==> config.mk <==
export PLATFORM = sky130hd
export DESIGN_NAME = covcls_timing
export DESIGN_NICKNAME = d
export VERILOG_FILES = /design/src/rtl/cct_pkg.sv /design/src/rtl/cct_calc.sv /design/src/rtl/cct_regs.sv /design/src/rtl/cct_timer.sv /design/src/rtl/covcls_timing.sv
export SDC_FILE = /design/constraint.sdc
export NUM_CORES = 1
export LEC_CHECK = 0
export ABC_AREA = 1
export BUFFER_PORTS_ARGS = -buffer_cell sky130_fd_sc_hd__buf_4
export CAP_MARGIN = 20
export CORE_ASPECT_RATIO = 0.6
export CORE_UTILIZATION = 56
export DETAILED_ROUTE_END_ITERATION = 10
export GPL_ROUTABILITY_DRIVEN = 1
export PLACE_DENSITY = 0.83
export SYNTH_ARGS = -nofsm -noshare
export SYNTH_HDL_FRONTEND = slang
export SYNTH_HIERARCHICAL = 1
export SYNTH_SLANG_ARGS = --single-unit
==> constraint.sdc <==
create_clock -name clk -period 2.2 [get_ports clk]
set_input_delay 0.22 -clock clk [delete_from_list [all_inputs] [get_ports clk]]
set_output_delay 0.22 -clock clk [all_outputs]
set_load 0.05 [all_outputs]
==> src/rtl/cct_pkg.sv <==
package cct_pkg;

  typedef struct packed {
    logic band5;
    logic cck;
    logic turbo;
  } phy_mode_t;

  typedef enum logic {
    KIND_ACK = 1'b0,
    KIND_CTS = 1'b1
  } wait_kind_e;

  localparam int RATE_W = 7;
  localparam int BASE_W = 5;

  function automatic logic [RATE_W-1:0] clk_rate(input phy_mode_t m);
    logic [RATE_W-1:0] r;
    if (m.band5)    r = 7'd40;
    else if (m.cck) r = 7'd22;
    else            r = 7'd44;
    if (m.turbo) r = {r[RATE_W-2:0], 1'b0};
    return r;
  endfunction

  function automatic logic [BASE_W-1:0] slot_base(input phy_mode_t m);
    if (m.turbo)    return 5'd6;
    else if (m.cck) return 5'd20;
    else            return 5'd9;
  endfunction

  function automatic logic [BASE_W-1:0] sifs_base(input phy_mode_t m);
    if (m.turbo)      return 5'd8;
    else if (m.band5) return 5'd16;
    else              return 5'd10;
  endfunction

endpackage

==> src/rtl/cct_calc.sv <==
module cct_calc
  import cct_pkg::*;
#(
  parameter int CC_W = 8,
  parameter int TO_W = 14,
  parameter int US_W = CC_W + 2
) (
  input  phy_mode_t        mode,
  input  logic [CC_W-1:0]  cov_class,
  output logic [US_W-1:0]  slot_us,
  output logic [TO_W-1:0]  to_cyc,
  output logic             fits
);

  localparam int PROD_W    = US_W + RATE_W + 1;
  localparam int FIELD_MAX = (1 << TO_W) - 1;

  logic [RATE_W-1:0] rate;
  logic [US_W-1:0]   cc_x3;
  logic [US_W-1:0]   to_us;
  logic [PROD_W-1:0] prod;
  logic [PROD_W-1:0] bound;

  always_comb begin
    rate    = clk_rate(mode);
    cc_x3   = US_W'({cov_class, 1'b0}) + US_W'(cov_class);
    slot_us = US_W'(slot_base(mode)) + cc_x3;
    to_us   = slot_us + US_W'(sifs_base(mode));
    prod    = PROD_W'(to_us) * PROD_W'(rate);
    // floor(MAX/rate) > T  <=>  rate*(T+1) <= MAX
    bound   = prod + PROD_W'(rate);
    fits    = (bound <= PROD_W'(FIELD_MAX));
    to_cyc  = prod[TO_W-1:0];
  end

endmodule

==> src/rtl/cct_regs.sv <==
module cct_regs #(
  parameter int TO_W = 14,
  parameter int US_W = 10
) (
  input  logic            clk,
  input  logic            rst_n,
  input  logic            load_en,
  input  logic [US_W-1:0] slot_in,
  input  logic [TO_W-1:0] cyc_in,
  input  logic            fits,
  output logic [US_W-1:0] slot_q,
  output logic [TO_W-1:0] ack_q,
  output logic [TO_W-1:0] cts_q,
  output logic            err_q
);

  localparam int N_LIM = 2;

  logic [US_W-1:0] slot_d;
  logic            err_d;
  logic            lim_en;
  logic [TO_W-1:0] lim_q [N_LIM];

  always_comb begin
    slot_d = load_en ? slot_in : slot_q;
    err_d  = load_en ? ~fits : err_q;
    lim_en = load_en & fits;
  end

  always_ff @(posedge clk or negedge rst_n) begin
    if (!rst_n) begin
      slot_q <= '0;
      err_q  <= 1'b0;
    end else begin
      slot_q <= slot_d;
      err_q  <= err_d;
    end
  end

  for (genvar g = 0; g < N_LIM; g++) begin : g_lim
    logic [TO_W-1:0] lim_d;
    always_comb lim_d = lim_en ? cyc_in : lim_q[g];
    always_ff @(posedge clk or negedge rst_n) begin
      if (!rst_n) lim_q[g] <= '0;
      else        lim_q[g] <= lim_d;
    end
  end

  assign ack_q = lim_q[0];
  assign cts_q = lim_q[1];

endmodule

==> src/rtl/cct_timer.sv <==
module cct_timer
  import cct_pkg::*;
#(
  parameter int TO_W = 14
) (
  input  logic            clk,
  input  logic            rst_n,
  input  logic            arm_ack,
  input  logic            arm_cts,
  input  logic            rsp,
  input  logic [TO_W-1:0] ack_lim,
  input  logic [TO_W-1:0] cts_lim,
  output logic            busy,
  output logic            to_pulse,
  output logic            to_cts
);

  logic            run_q, run_d;
  logic [TO_W-1:0] cnt_q, cnt_d;
  logic [TO_W-1:0] lim_q, lim_d;
  wait_kind_e      kind_q, kind_d;
  logic            pulse_q, pulse_d;
  logic            tag_q, tag_d;

  always_comb begin
    run_d   = run_q;
    cnt_d   = cnt_q;
    lim_d   = lim_q;
    kind_d  = kind_q;
    pulse_d = 1'b0;
    tag_d   = 1'b0;
    if (!run_q) begin
      if (arm_ack && ack_lim != '0) begin
        run_d  = 1'b1;
        cnt_d  = TO_W'(1);
        lim_d  = ack_lim;
        kind_d = KIND_ACK;
      end else if (arm_cts && cts_lim != '0) begin
        run_d  = 1'b1;
        cnt_d  = TO_W'(1);
        lim_d  = cts_lim;
        kind_d = KIND_CTS;
      end
    end else if (rsp) begin
      run_d = 1'b0;
      cnt_d = '0;
    end else if (cnt_q == lim_q) begin
      run_d   = 1'b0;
      cnt_d   = '0;
      pulse_d = 1'b1;
      tag_d   = (kind_q == KIND_CTS);
    end else begin
      cnt_d = cnt_q + TO_W'(1);
    end
  end

  always_ff @(posedge clk or negedge rst_n) begin
    if (!rst_n) begin
      run_q   <= 1'b0;
      cnt_q   <= '0;
      lim_q   <= '0;
      kind_q  <= KIND_ACK;
      pulse_q <= 1'b0;
      tag_q   <= 1'b0;
    end else begin
      run_q   <= run_d;
      cnt_q   <= cnt_d;
      lim_q   <= lim_d;
      kind_q  <= kind_d;
      pulse_q <= pulse_d;
      tag_q   <= tag_d;
    end
  end

  assign busy     = run_q;
  assign to_pulse = pulse_q;
  assign to_cts   = tag_q;

endmodule

==> src/rtl/covcls_timing.sv <==
module covcls_timing
  import cct_pkg::*;
#(
  parameter int CC_W = 8,
  parameter int TO_W = 14
) (
  input  logic                clk,
  input  logic                rst_n,
  input  logic                mode_5g,
  input  logic                mode_cck,
  input  logic                mode_turbo,
  input  logic [CC_W-1:0]     cov_class,
  input  logic                load_i,
  input  logic                tx_ack_i,
  input  logic                tx_cts_i,
  input  logic                rsp_i,
  output logic [CC_W+1:0]     slot_us_o,
  output logic [TO_W-1:0]     ack_cyc_o,
  output logic [TO_W-1:0]     cts_cyc_o,
  output logic                param_err_o,
  output logic                busy_o,
  output logic                timeout_o,
  output logic                timeout_cts_o
);

  localparam int US_W = CC_W + 2;

  phy_mode_t       mode;
  logic [US_W-1:0] calc_slot;
  logic [TO_W-1:0] calc_cyc;
  logic            calc_fits;
  logic            busy;
  logic            load_en;

  always_comb begin
    mode.band5 = mode_5g;
    mode.cck   = mode_cck;
    mode.turbo = mode_turbo;
    load_en    = load_i & ~busy;
  end

  cct_calc #(.CC_W(CC_W), .TO_W(TO_W), .US_W(US_W)) u_calc (
    .mode      (mode),
    .cov_class (cov_class),
    .slot_us   (calc_slot),
    .to_cyc    (calc_cyc),
    .fits      (calc_fits)
  );

  cct_regs #(.TO_W(TO_W), .US_W(US_W)) u_regs (
    .clk     (clk),
    .rst_n   (rst_n),
    .load_en (load_en),
    .slot_in (calc_slot),
    .cyc_in  (calc_cyc),
    .fits    (calc_fits),
    .slot_q  (slot_us_o),
    .ack_q   (ack_cyc_o),
    .cts_q   (cts_cyc_o),
    .err_q   (param_err_o)
  );

  cct_timer #(.TO_W(TO_W)) u_timer (
    .clk      (clk),
    .rst_n    (rst_n),
    .arm_ack  (tx_ack_i),
    .arm_cts  (tx_cts_i),
    .rsp      (rsp_i),
    .ack_lim  (ack_cyc_o),
    .cts_lim  (cts_cyc_o),
    .busy     (busy),
    .to_pulse (timeout_o),
    .to_cts   (timeout_cts_o)
  );

  assign busy_o = busy;

endmodule

==> impl_metrics.yaml, run 1 <==
placement:
  place_inst: 1173
  placed_area_mm2: 0.00766
  port_buffers: 58
  dpl.hpwl_mm: 13.9
  place_congestion: 0.920
worst_hold_path:
  hold_depth: 4
  min_to: "u_timer/cnt_q[1]"
  worstHoldStart: "rsp_i"
  hold_path_class: "input port to flip-flop"
floorplanning:
  pin_count: 59
  die_area_mm2: 0.0117
  die_w_um: 139
  coreArea_mm2: 0.0107
  die_height_um: 84.1
  row_count: 29
  initial_core_util: 0.585
sta:
  fin_crit_sh: 2.89
  fin_ws_ns: -4.16
  setup_viol: 17
  slew_violations: 0
  slew_headroom: 0.505
  rsz0062_at_grt: "true"
  worstMarginPinSlew_ns: 0.742
  skew_ns: 0.00650
  timing_hold_violations_final: 0
  fmax_mhz: 157
  min_period_ns: 6.36
  tns_ns: -61.62
  holdWs_ns: 0.279
global_route:
  antenna_found_initial: 0
  gr-total-overflow: 0
  grt_pass1_wl_mm: 31.6
  first_global_vias: 6375
  grt_max_degree: 58
  track_usage: 0.346
route:
  routedWlPerCell_um: 17.1
  drt_iter0_markers: 705
  num_vias: 6709
  via_per_inst: 5.58
  ant_nets: 0
  drcViolationCount: 10
  drt_wl_total_mm: 20.5
  drtPass1Iterations: 9
clock_tree:
  cts_buffers: 9
  cts_max_path_buffers: 2
  cts.sinks: 57
  cts_htree_levels: 3
  clk_pin_slew_ns: 0.05
  clk_latency_ns: 0.33
  cts_tree: "yes"
  cts_root_buf: "clkbuf_16"
synth:
  synth_top_area_share: 0.227
  synth-seq-cells: 57
  synth.distinct_cells: 37
  syn_area_mm2: 0.00629
  synth_area_leader_cell: "dfrtp_1"
  avgSynthCellArea_um2: 6.93
  synthCells: 907
  synth.area.top_cells: "dfrtp_1 23%, nand2_1 18%, fa_1 12%"
  seq_area_frac_synth: 0.227
  syn_nets: 1020
  ys_warn_count: 6
critical_path:
  max_stage_delay_ns: 0.58
  reg2reg_to: "u_timer/cnt_q[13]"
  cp_max_fo: 7
  crit_top_cell: "nand2_4"
  rr_startpoint: "u_regs/cts_q[0]"
  worstPathRequired_ns: 2.47
  end_kind: "flip-flop"
  cp_slowest_cell: "fa_1"
  critPathKind: "input port to flip-flop"
  regToRegSetupSlack_ns: 0.37
  start_kind: "input port"
  r2r_cells: 8
  crit_arrival_ns: 6.63
finish:
  final_net_count: 1171
  layout_commonest_cell: "nand2_1"
  multi_input_area_mm2: 0.00474
  layout_common_cells: "263 x nand2_1, 156 x buf_4, 122 x inv_1"
  fin_area_mm2: 0.00861
  regArea_mm2: 0.00143
  drive_above_1_share: 0.305
  nFillCells: 662
  syn_to_final_growth_pct: 37.0
  diodes: 0
  stdcell_count: 1202
outcome:
  status: "complete, but fails checks"
  violations: "DRC, setup timing"
job:
  cap_violations: 0
-- cell type report --
| class | count | share of cell area |
|---|---|---|
| Multi-Input combinational cell | 676 | 0.550 |
| Sequential cell | 57 | 0.166 |
| Timing Repair Buffer | 174 | 0.163 |
| Inverter | 140 | 0.0625 |
| Clock buffer | 11 | 0.0294 |
| Tap cell | 139 | 0.0202 |
| Clock inverter | 5 | 0.00901 |
-- worst max-delay path: cells and delay by family --
family / cells / cell delay (ns)
XOR/XNOR: 2 / 0.40
adder cells (fa/ha/maj): 8 / 3.45
buffers and inverters: 8 / 0.85
AND/OR/NAND/NOR: 16 / 1.51
AO/OA/AOI/OAI: 1 / 0.23
-- routing by layer --
| layer | track usage | up-vias | wire length, um |
|---|---|---|---|
| met2 | 0.526 | 436 | 9050 |
| met3 | 0.102 | 83 | 2270 |
| met1 | 0.484 | 3097 | 8650 |
| met5 | 0 | - | 0 |
| met4 | 0.0798 | 0 | 572 |
| li1 | - | 3093 | - |
-- stage by stage --
step | setup WS, ns | util
floorplan | -3.70 | -
CTS | -3.78 | 0.777
detailed placement | -4.46 | 0.714
finish | -4.16 | 0.802
global placement | -4.20 | 0.714
global route | -4.32 | 0.802
-- registers in the layout, indices dropped and copies added, names as in the netlist --
register          flops
u_timer/cnt_q        14
u_timer/to_cts        1
u_regs/slot_q        10
u_regs/err_q          1
u_timer/to_pulse      1
u_timer/kind_q        1
u_timer/lim_q        14
u_timer/busy          1
u_regs/cts_q         14
-- cell families (layout without fill, tap and decap cells) --
kind of cell,Yosys count,in the layout,synth area share
and+or+nand+nor,527,528,0.358
buffers and inverters,175,330,0.122
adders and majority gates,96,96,0.236
AOI/OAI and AO/OA,32,32,0.0271
xor gates and xnor gates,19,19,0.0289
other,1,1,0.000597
DFF,57,57,0.227
-- synthesized netlist by cell type --
| cell type | n |
|---|---|
| buf_6 | 2 |
| nor2_8 | 1 |
| o21ai_0 | 16 |
| fa_1 | 38 |
| nor2_2 | 3 |
| or2_2 | 1 |
| xor2_2 | 1 |
| a21oi_1 | 11 |
| nand3_1 | 81 |
| xnor2_1 | 6 |
| dfrtp_1 | 57 |
| xor2_1 | 11 |
| o21a_1 | 2 |
| buf_2 | 7 |
| clkinv_1 | 1 |
| o21bai_1 | 2 |
| nor2_1 | 103 |
| nor3_1 | 1 |
| or2_1 | 1 |
| buf_4 | 20 |
| nor3b_1 | 1 |
| nand2_4 | 5 |
| conb_1 | 1 |
| buf_8 | 1 |
| inv_1 | 132 |
| nand3b_2 | 1 |
| xnor2_2 | 1 |
| nor2_4 | 1 |
| nand4_2 | 1 |
| inv_2 | 7 |
| nand3_2 | 1 |
| ha_1 | 58 |
| nand2_2 | 9 |
| nand2_1 | 298 |
| o21ai_1 | 1 |
| nand4_1 | 19 |
| clkbuf_1 | 5 |
-- how the worst max path moves through the flow --
| stage | startpoint | endpoint | depth (start not counted) |
|---|---|---|---|
| after floorplan | cov_class[1] | u_regs/cts_q[10] | 36 |
| after global placement | mode_turbo | u_regs/cts_q[10] | 33 |
| after detailed placement | mode_turbo | u_regs/cts_q[1] | 33 |
| after CTS | mode_cck | u_regs/cts_q[6] | 39 |
| after global routing | mode_turbo | u_regs/cts_q[6] | 37 |
| final | mode_turbo | u_regs/cts_q[10] | 35 |
-- repair_timing --
item,4_1_cts,5_1_grt
buffers inserted,7,6
pin swaps,46,51
gates cloned,2,0
endpoints found under the hold margin,57,0
hold buffers,1,0
endpoints found under the setup margin,18,19
gates resized for setup,56,65
Power of run 1 is left out: the tool's default activity adds up to more than one toggle a clock period on the data nets, which glitch-free logic cannot reach.
==> inputs of run 2 (changes only) <==
--- a/config.mk
+++ b/config.mk
@@ -6,13 +6,13 @@
 export NUM_CORES = 1
 export LEC_CHECK = 0
 export ABC_AREA = 1
-export BUFFER_PORTS_ARGS = -buffer_cell sky130_fd_sc_hd__buf_4
 export CAP_MARGIN = 20
 export CORE_ASPECT_RATIO = 0.6
 export CORE_UTILIZATION = 56
 export DETAILED_ROUTE_END_ITERATION = 10
+export DONT_BUFFER_PORTS = 1
 export GPL_ROUTABILITY_DRIVEN = 1
-export PLACE_DENSITY = 0.83
+export PLACE_DENSITY = 0.78
 export SYNTH_ARGS = -nofsm -noshare
 export SYNTH_HDL_FRONTEND = slang
 export SYNTH_HIERARCHICAL = 1
==> constraint.sdc (replaced) <==
create_clock -name clk -period 8.1 [get_ports clk]
set_input_delay 0.81 -clock clk [delete_from_list [all_inputs] [get_ports clk]]
set_output_delay 0.81 -clock clk [all_outputs]
set_load 0.05 [all_outputs]
==> run 2 against run 1 <==
The run ends with DRC left. Cell count down 14%. Hold slack worse by 0.10 ns. Register-to-register slack better by 4.9 ns.
==> impl_metrics.yaml, run 2 (synthesized netlist as in run 1, its figures left out) <==
outcome:
  status: "complete, but fails checks"
  violations: "DRC"
critical_path:
  worstPathRequired_ns: 8.31
  cp_max_fo: 15
  cp_slowest_cell: "fa_1"
  max_stage_delay_ns: 0.56
  worst-path-buf-inv: 5
  crit_top_cell: "nand2_1"
  cp_top_family: "adder cells"
  crit_arrival_ns: 7.59
  critPathKind: "input port to flip-flop"
  start_kind: "input port"
  end_kind: "flip-flop"
sta:
  fin_ws_ns: 0.718
  fin_crit_sh: 0.911
  tns_ns: 0
  worstMarginPinSlew_ns: 1.15
  holdWs_ns: 0.177
  slew_headroom: 0.232
  setup_viol: 0
  slew_violations: 0
  min_period_ns: 7.38
  skew_ns: 0.00476
  timing_hold_violations_final: 0
  fmax_mhz: 135
  rsz0062_at_grt: "false"
global_route:
  antenna_found_initial: 0
  gr-total-overflow: 0
  grt_max_degree: 58
  first_global_vias: 4999
  grt_pass1_wl_mm: 25.5
  track_usage: 0.277
clock_tree:
  cts_tree: "yes"
  cts_htree_levels: 3
  clk_pin_slew_ns: 0.05
  cts_max_path_buffers: 2
  cts_hold_buf: 0
  clk_latency_ns: 0.33
  cts.sinks: 57
  postCtsResizedCells: 0
  cts_buffers: 9
  post_cts_buffers: 0
  cts_root_buf: "clkbuf_16"
route:
  routedWlPerCell_um: 14.4
  drt_wl_total_mm: 14.9
  drtPass1Iterations: 9
  via_per_inst: 5.32
  drcViolationCount: 5
  ant_nets: 0
  num_vias: 5494
  drt_iter0_markers: 503
finish:
  nFillCells: 962
  drive_above_1_share: 0.0582
  layout_common_cells: "298 x nand2_1, 132 x inv_1, 103 x nor2_1"
  fin_area_mm2: 0.00658
  layout_commonest_cell: "nand2_1"
  syn_to_final_growth_pct: 4.64
  diodes: 0
  final_net_count: 1001
floorplanning:
  pin_count: 59
  die_height_um: 84.1
  coreArea_mm2: 0.0107
  die_area_mm2: 0.0117
  initial_core_util: 0.585
  die_w_um: 139
  row_count: 29
placement:
  placed_area_mm2: 0.00626
  place_congestion: 0.893
  place_ws_ns: 0.469
  dpl.hpwl_mm: 11.6
  port_buffers: 0
job:
  cap_violations: 0
worst_hold_path:
  hold_path_class: "input port to async pin"
[run 2: cell count changes in the layout (fill, tap and decap cells not counted), sizes merged]
cell         before  now
dlygate4sd3       1    0
clkinv            3    4
clkinvlp          1    0
nand2           313  312
buf             173    5
[run 2: layout make-up]
type	instances	area [um2]	share of cell area
timing repair buffer	5	37.5	0.00571
tap	139	174	0.0264
sequential	57	1430	0.217
clock buffer	11	243	0.0369
multi-input combinational	675	4090	0.622
clock inverter	5	78.8	0.0120
inverter	140	526	0.0799
[run 2: path summary, 6_finish.rpt]
check                          startpoint  slack, ns               end  cells past startpoint
max                            mode_turbo       0.72   u_regs/cts_q[5]                     34
min                                 rst_n       0.18  u_timer/cnt_q[6]                      0
max reg2reg                  u_timer/busy       5.28  u_timer/cnt_q[5]                      4
min reg2reg                u_timer/kind_q       0.49    u_timer/kind_q                      2
max in group asynchronous           rst_n       7.82    u_timer/kind_q                      0
min in group clk           u_timer/kind_q       0.49    u_timer/kind_q                      2
[run 2: worst reg2reg max path, stage by stage (launching register included)]
cell	delay, ns
dfrtp_1	0.98
clkinv_1	0.81
nor2_1	0.52
nand2_1	0.21
o21ai_0	0.21
[run 2: through the flow]
| step | std cells | util |
|---|---|---|
| 4_1_cts | 1032 | 0.612 |
| 5_1_grt | 1032 | 0.612 |
| 3_5_place_dp | 1016 | 0.582 |
| 2_1_floorplan | 907 | - |
| 3_3_place_gp | 1016 | 0.582 |
| 6_report | 1032 | 0.612 |
[run 2: routing by layer]
| metal | global-route usage | routed length, um | part of all wire |
|---|---|---|---|
| met1 | 0.457 | 7910 | 0.53 |
| met2 | 0.355 | 5510 | 0.37 |
| met3 | 0.0648 | 1370 | 0.092 |
| met4 | 0.0424 | 93 | 0.0062 |
| met5 | 0 | 0 | 0 |
Power of run 2 is left out for the same reason.
==> inputs of run 3 (changes only) <==
--- a/config.mk
+++ b/config.mk
@@ -8,12 +8,11 @@
 export ABC_AREA = 1
 export CAP_MARGIN = 20
 export CORE_ASPECT_RATIO = 0.6
-export CORE_UTILIZATION = 56
+export CORE_UTILIZATION = 50
 export DETAILED_ROUTE_END_ITERATION = 10
 export DONT_BUFFER_PORTS = 1
 export GPL_ROUTABILITY_DRIVEN = 1
-export PLACE_DENSITY = 0.78
+export PLACE_DENSITY = 0.72
 export SYNTH_ARGS = -nofsm -noshare
 export SYNTH_HDL_FRONTEND = slang
-export SYNTH_HIERARCHICAL = 1
 export SYNTH_SLANG_ARGS = --single-unit
==> run 3 against run 2 <==
The flow now finishes without violations. Clock skew is 0.0086 ns higher. Maximum frequency is 0.84% lower. Cell area is 11% lower. Critical path type unchanged. Highest routed layer unchanged. Core utilization is 6.9 points lower. Largest cell class unchanged. Cell count is 17% lower. Critical path depth is 1 lower.
==> impl_metrics.yaml, run 3 <==
placement:
  placed_area_mm2: 0.00569
  place_inst: 852
  dpl.hpwl_mm: 11.2
  place_congestion: 0.962
  port_buffers: 0
synth:
  synth_area_leader_cell: "dfrtp_1"
  synth-seq-cells: 55
  synth.area.top_cells: "dfrtp_1 24%, fa_1 13%, ha_1 13%"
  synthCells: 735
  avgSynthCellArea_um2: 7.71
  seq_area_frac_synth: 0.243
  yosysMostFrequentCell: "nand2_1"
  synth_top_area_share: 0.243
  ys_warn_count: 0
  synth.distinct_cells: 39
  ys.flop_type: "dfrtp_1"
  synthArstFlopShare: 1.00
  yosys-top-cells-count: "182 x nand2_1, 117 x inv_1, 69 x nor2_1"
  syn_area_mm2: 0.00567
  synth_edf_count: 0
global_route:
  grt_pass1_wl_mm: 23.6
  first_global_vias: 4676
  gr-total-overflow: 0
  antenna_found_initial: 0
  grt_max_degree: 56
  track_usage: 0.253
critical_path:
  rr_startpoint: "u_regs.cts_q[6]"
  crit_arrival_ns: 7.67
  end_kind: "flip-flop"
  regToRegSetupSlack_ns: 5.28
  r2r_cells: 6
  crit_top_cell: "nand2_1"
  reg2reg_to: "u_timer.lim_q[12]"
  max_stage_delay_ns: 0.56
  start_kind: "input port"
  cp_max_fo: 14
  cp_slowest_cell: "fa_1"
  worstPathRequired_ns: 8.33
  critPathKind: "input port to flip-flop"
floorplanning:
  row_count: 29
  die_w_um: 139
  die_area_mm2: 0.0118
  pin_count: 59
  die_height_um: 84.5
  initial_core_util: 0.526
  coreArea_mm2: 0.0108
sta:
  min_period_ns: 7.45
  worstMarginPinSlew_ns: 1.04
  setup_viol: 0
  skew_ns: 0.0133
  fin_crit_sh: 0.919
  slew_headroom: 0.306
  slew_violations: 0
  timing_hold_violations_final: 0
  rsz0062_at_grt: "false"
  fmax_mhz: 134
  tns_ns: 0
finish:
  largest_register_ff_count: 14
  fin_area_mm2: 0.00586
  layout_commonest_cell: "nand2_1"
  diodes: 0
  syn_to_final_growth_pct: 3.45
  stdcell_count: 860
  layout_common_cells: "182 x nand2_1, 117 x inv_1, 69 x nor2_1"
  regMostFlops: "u_timer.cnt_q"
  final_net_count: 834
  drive_above_1_share: 0.0624
route:
  top_layer: "met4"
  wl_met3_mm: 1.42
  drcViolationCount: 0
  ant_nets: 0
  dr_wl_met2_mm: 5.27
  drt_wl_total_mm: 13.6
  via_per_inst: 5.46
  m1WireLength_mm: 6.83
  drt_iter0_markers: 466
  drtPass1Iterations: 5
  num_vias: 4697
  routedWlPerCell_um: 15.9
job:
  cap_violations: 0
clock_tree:
  cts.sinks: 55
  cts_buffers: 5
  postCtsResizedCells: 0
  cts_max_path_buffers: 2
  cts_tree: "yes"
  cts_htree_levels: 2
  cts_hold_buf: 0
  post_cts_buffers: 0
  clk_pin_slew_ns: 0.08
  clk_latency_ns: 0.30
  cts_root_buf: "clkbuf_16"
outcome:
  status: "complete, no violations"
worst_hold_path:
  hold_path_class: "input port to async pin"
run 3: cell types whose count changed after synthesis, moves of 5 or more:
cell,change
o21ai_0,+8
nand2_4,-5
nand3_1,-48
inv_2,-5
nand4_1,+12
inv_1,-15
nand2_1,-116
xor2_1,+6
nor3_1,+6
nor2_1,-34
run 3: worst max path at each step:
stage | from | slack (ns) | to | cells past startpoint
after floorplan | mode_turbo | 1.16 | u_regs.cts_q[5] | 33
after global placement | mode_turbo | 0.62 | u_regs.cts_q[2] | 33
after detailed placement | mode_turbo | 0.44 | u_regs.cts_q[4] | 33
after CTS | mode_turbo | 0.72 | u_regs.cts_q[2] | 33
after global routing | mode_cck | 0.29 | u_regs.cts_q[2] | 32
final | mode_turbo | 0.65 | u_regs.cts_q[2] | 33
run 3: cell families (layout without fill, tap and decap cells):
logic type               Yosys count  after routing  synth area share
buffers and inverters            144            129             0.109
adder cells (fa/ha/maj)           97             97             0.265
AO/OA/AOI/OAI                     53             53            0.0523
other                              1              2          0.000662
XOR/XNOR                          26             26            0.0442
AND/OR/NAND/NOR                  359            359             0.287
flip-flops                        55             55             0.243
run 3: final cells by class:
type                    count  area [um2]
repair buffers              2        15.0
inverters                 119         447
well taps                 139         174
multi-input cells         537        3680
fillers                  1000        4920
flip-flops and latches     55        1380
clock inverters             3        46.3
clock buffers               5         125
run 3: critical path, delay by kind of cell:
kind | cells | cell delay (ns)
fa+ha+maj | 9 | 3.73
simple gates | 15 | 1.71
xor+xnor | 2 | 0.65
compound gates | 2 | 0.46
buf+inv | 5 | 0.31
run 3: per-stage QoR:
step	worst slack, ns	util	hold slack, ns
floorplan	1.16	-	0.446
global placement	0.615	0.528	0.468
detailed placement	0.442	0.528	0.491
CTS	0.723	0.544	0.194
global route	0.288	0.544	0.187
finish	0.655	0.544	0.193
run 3: metal layers:
layer	GRT usage	vias up
met5	0	-
met3	0.0793	16
met1	0.380	2192
met2	0.355	212
met4	0.0475	0
li1	-	2277
Power of run 3 is left out for the same reason.
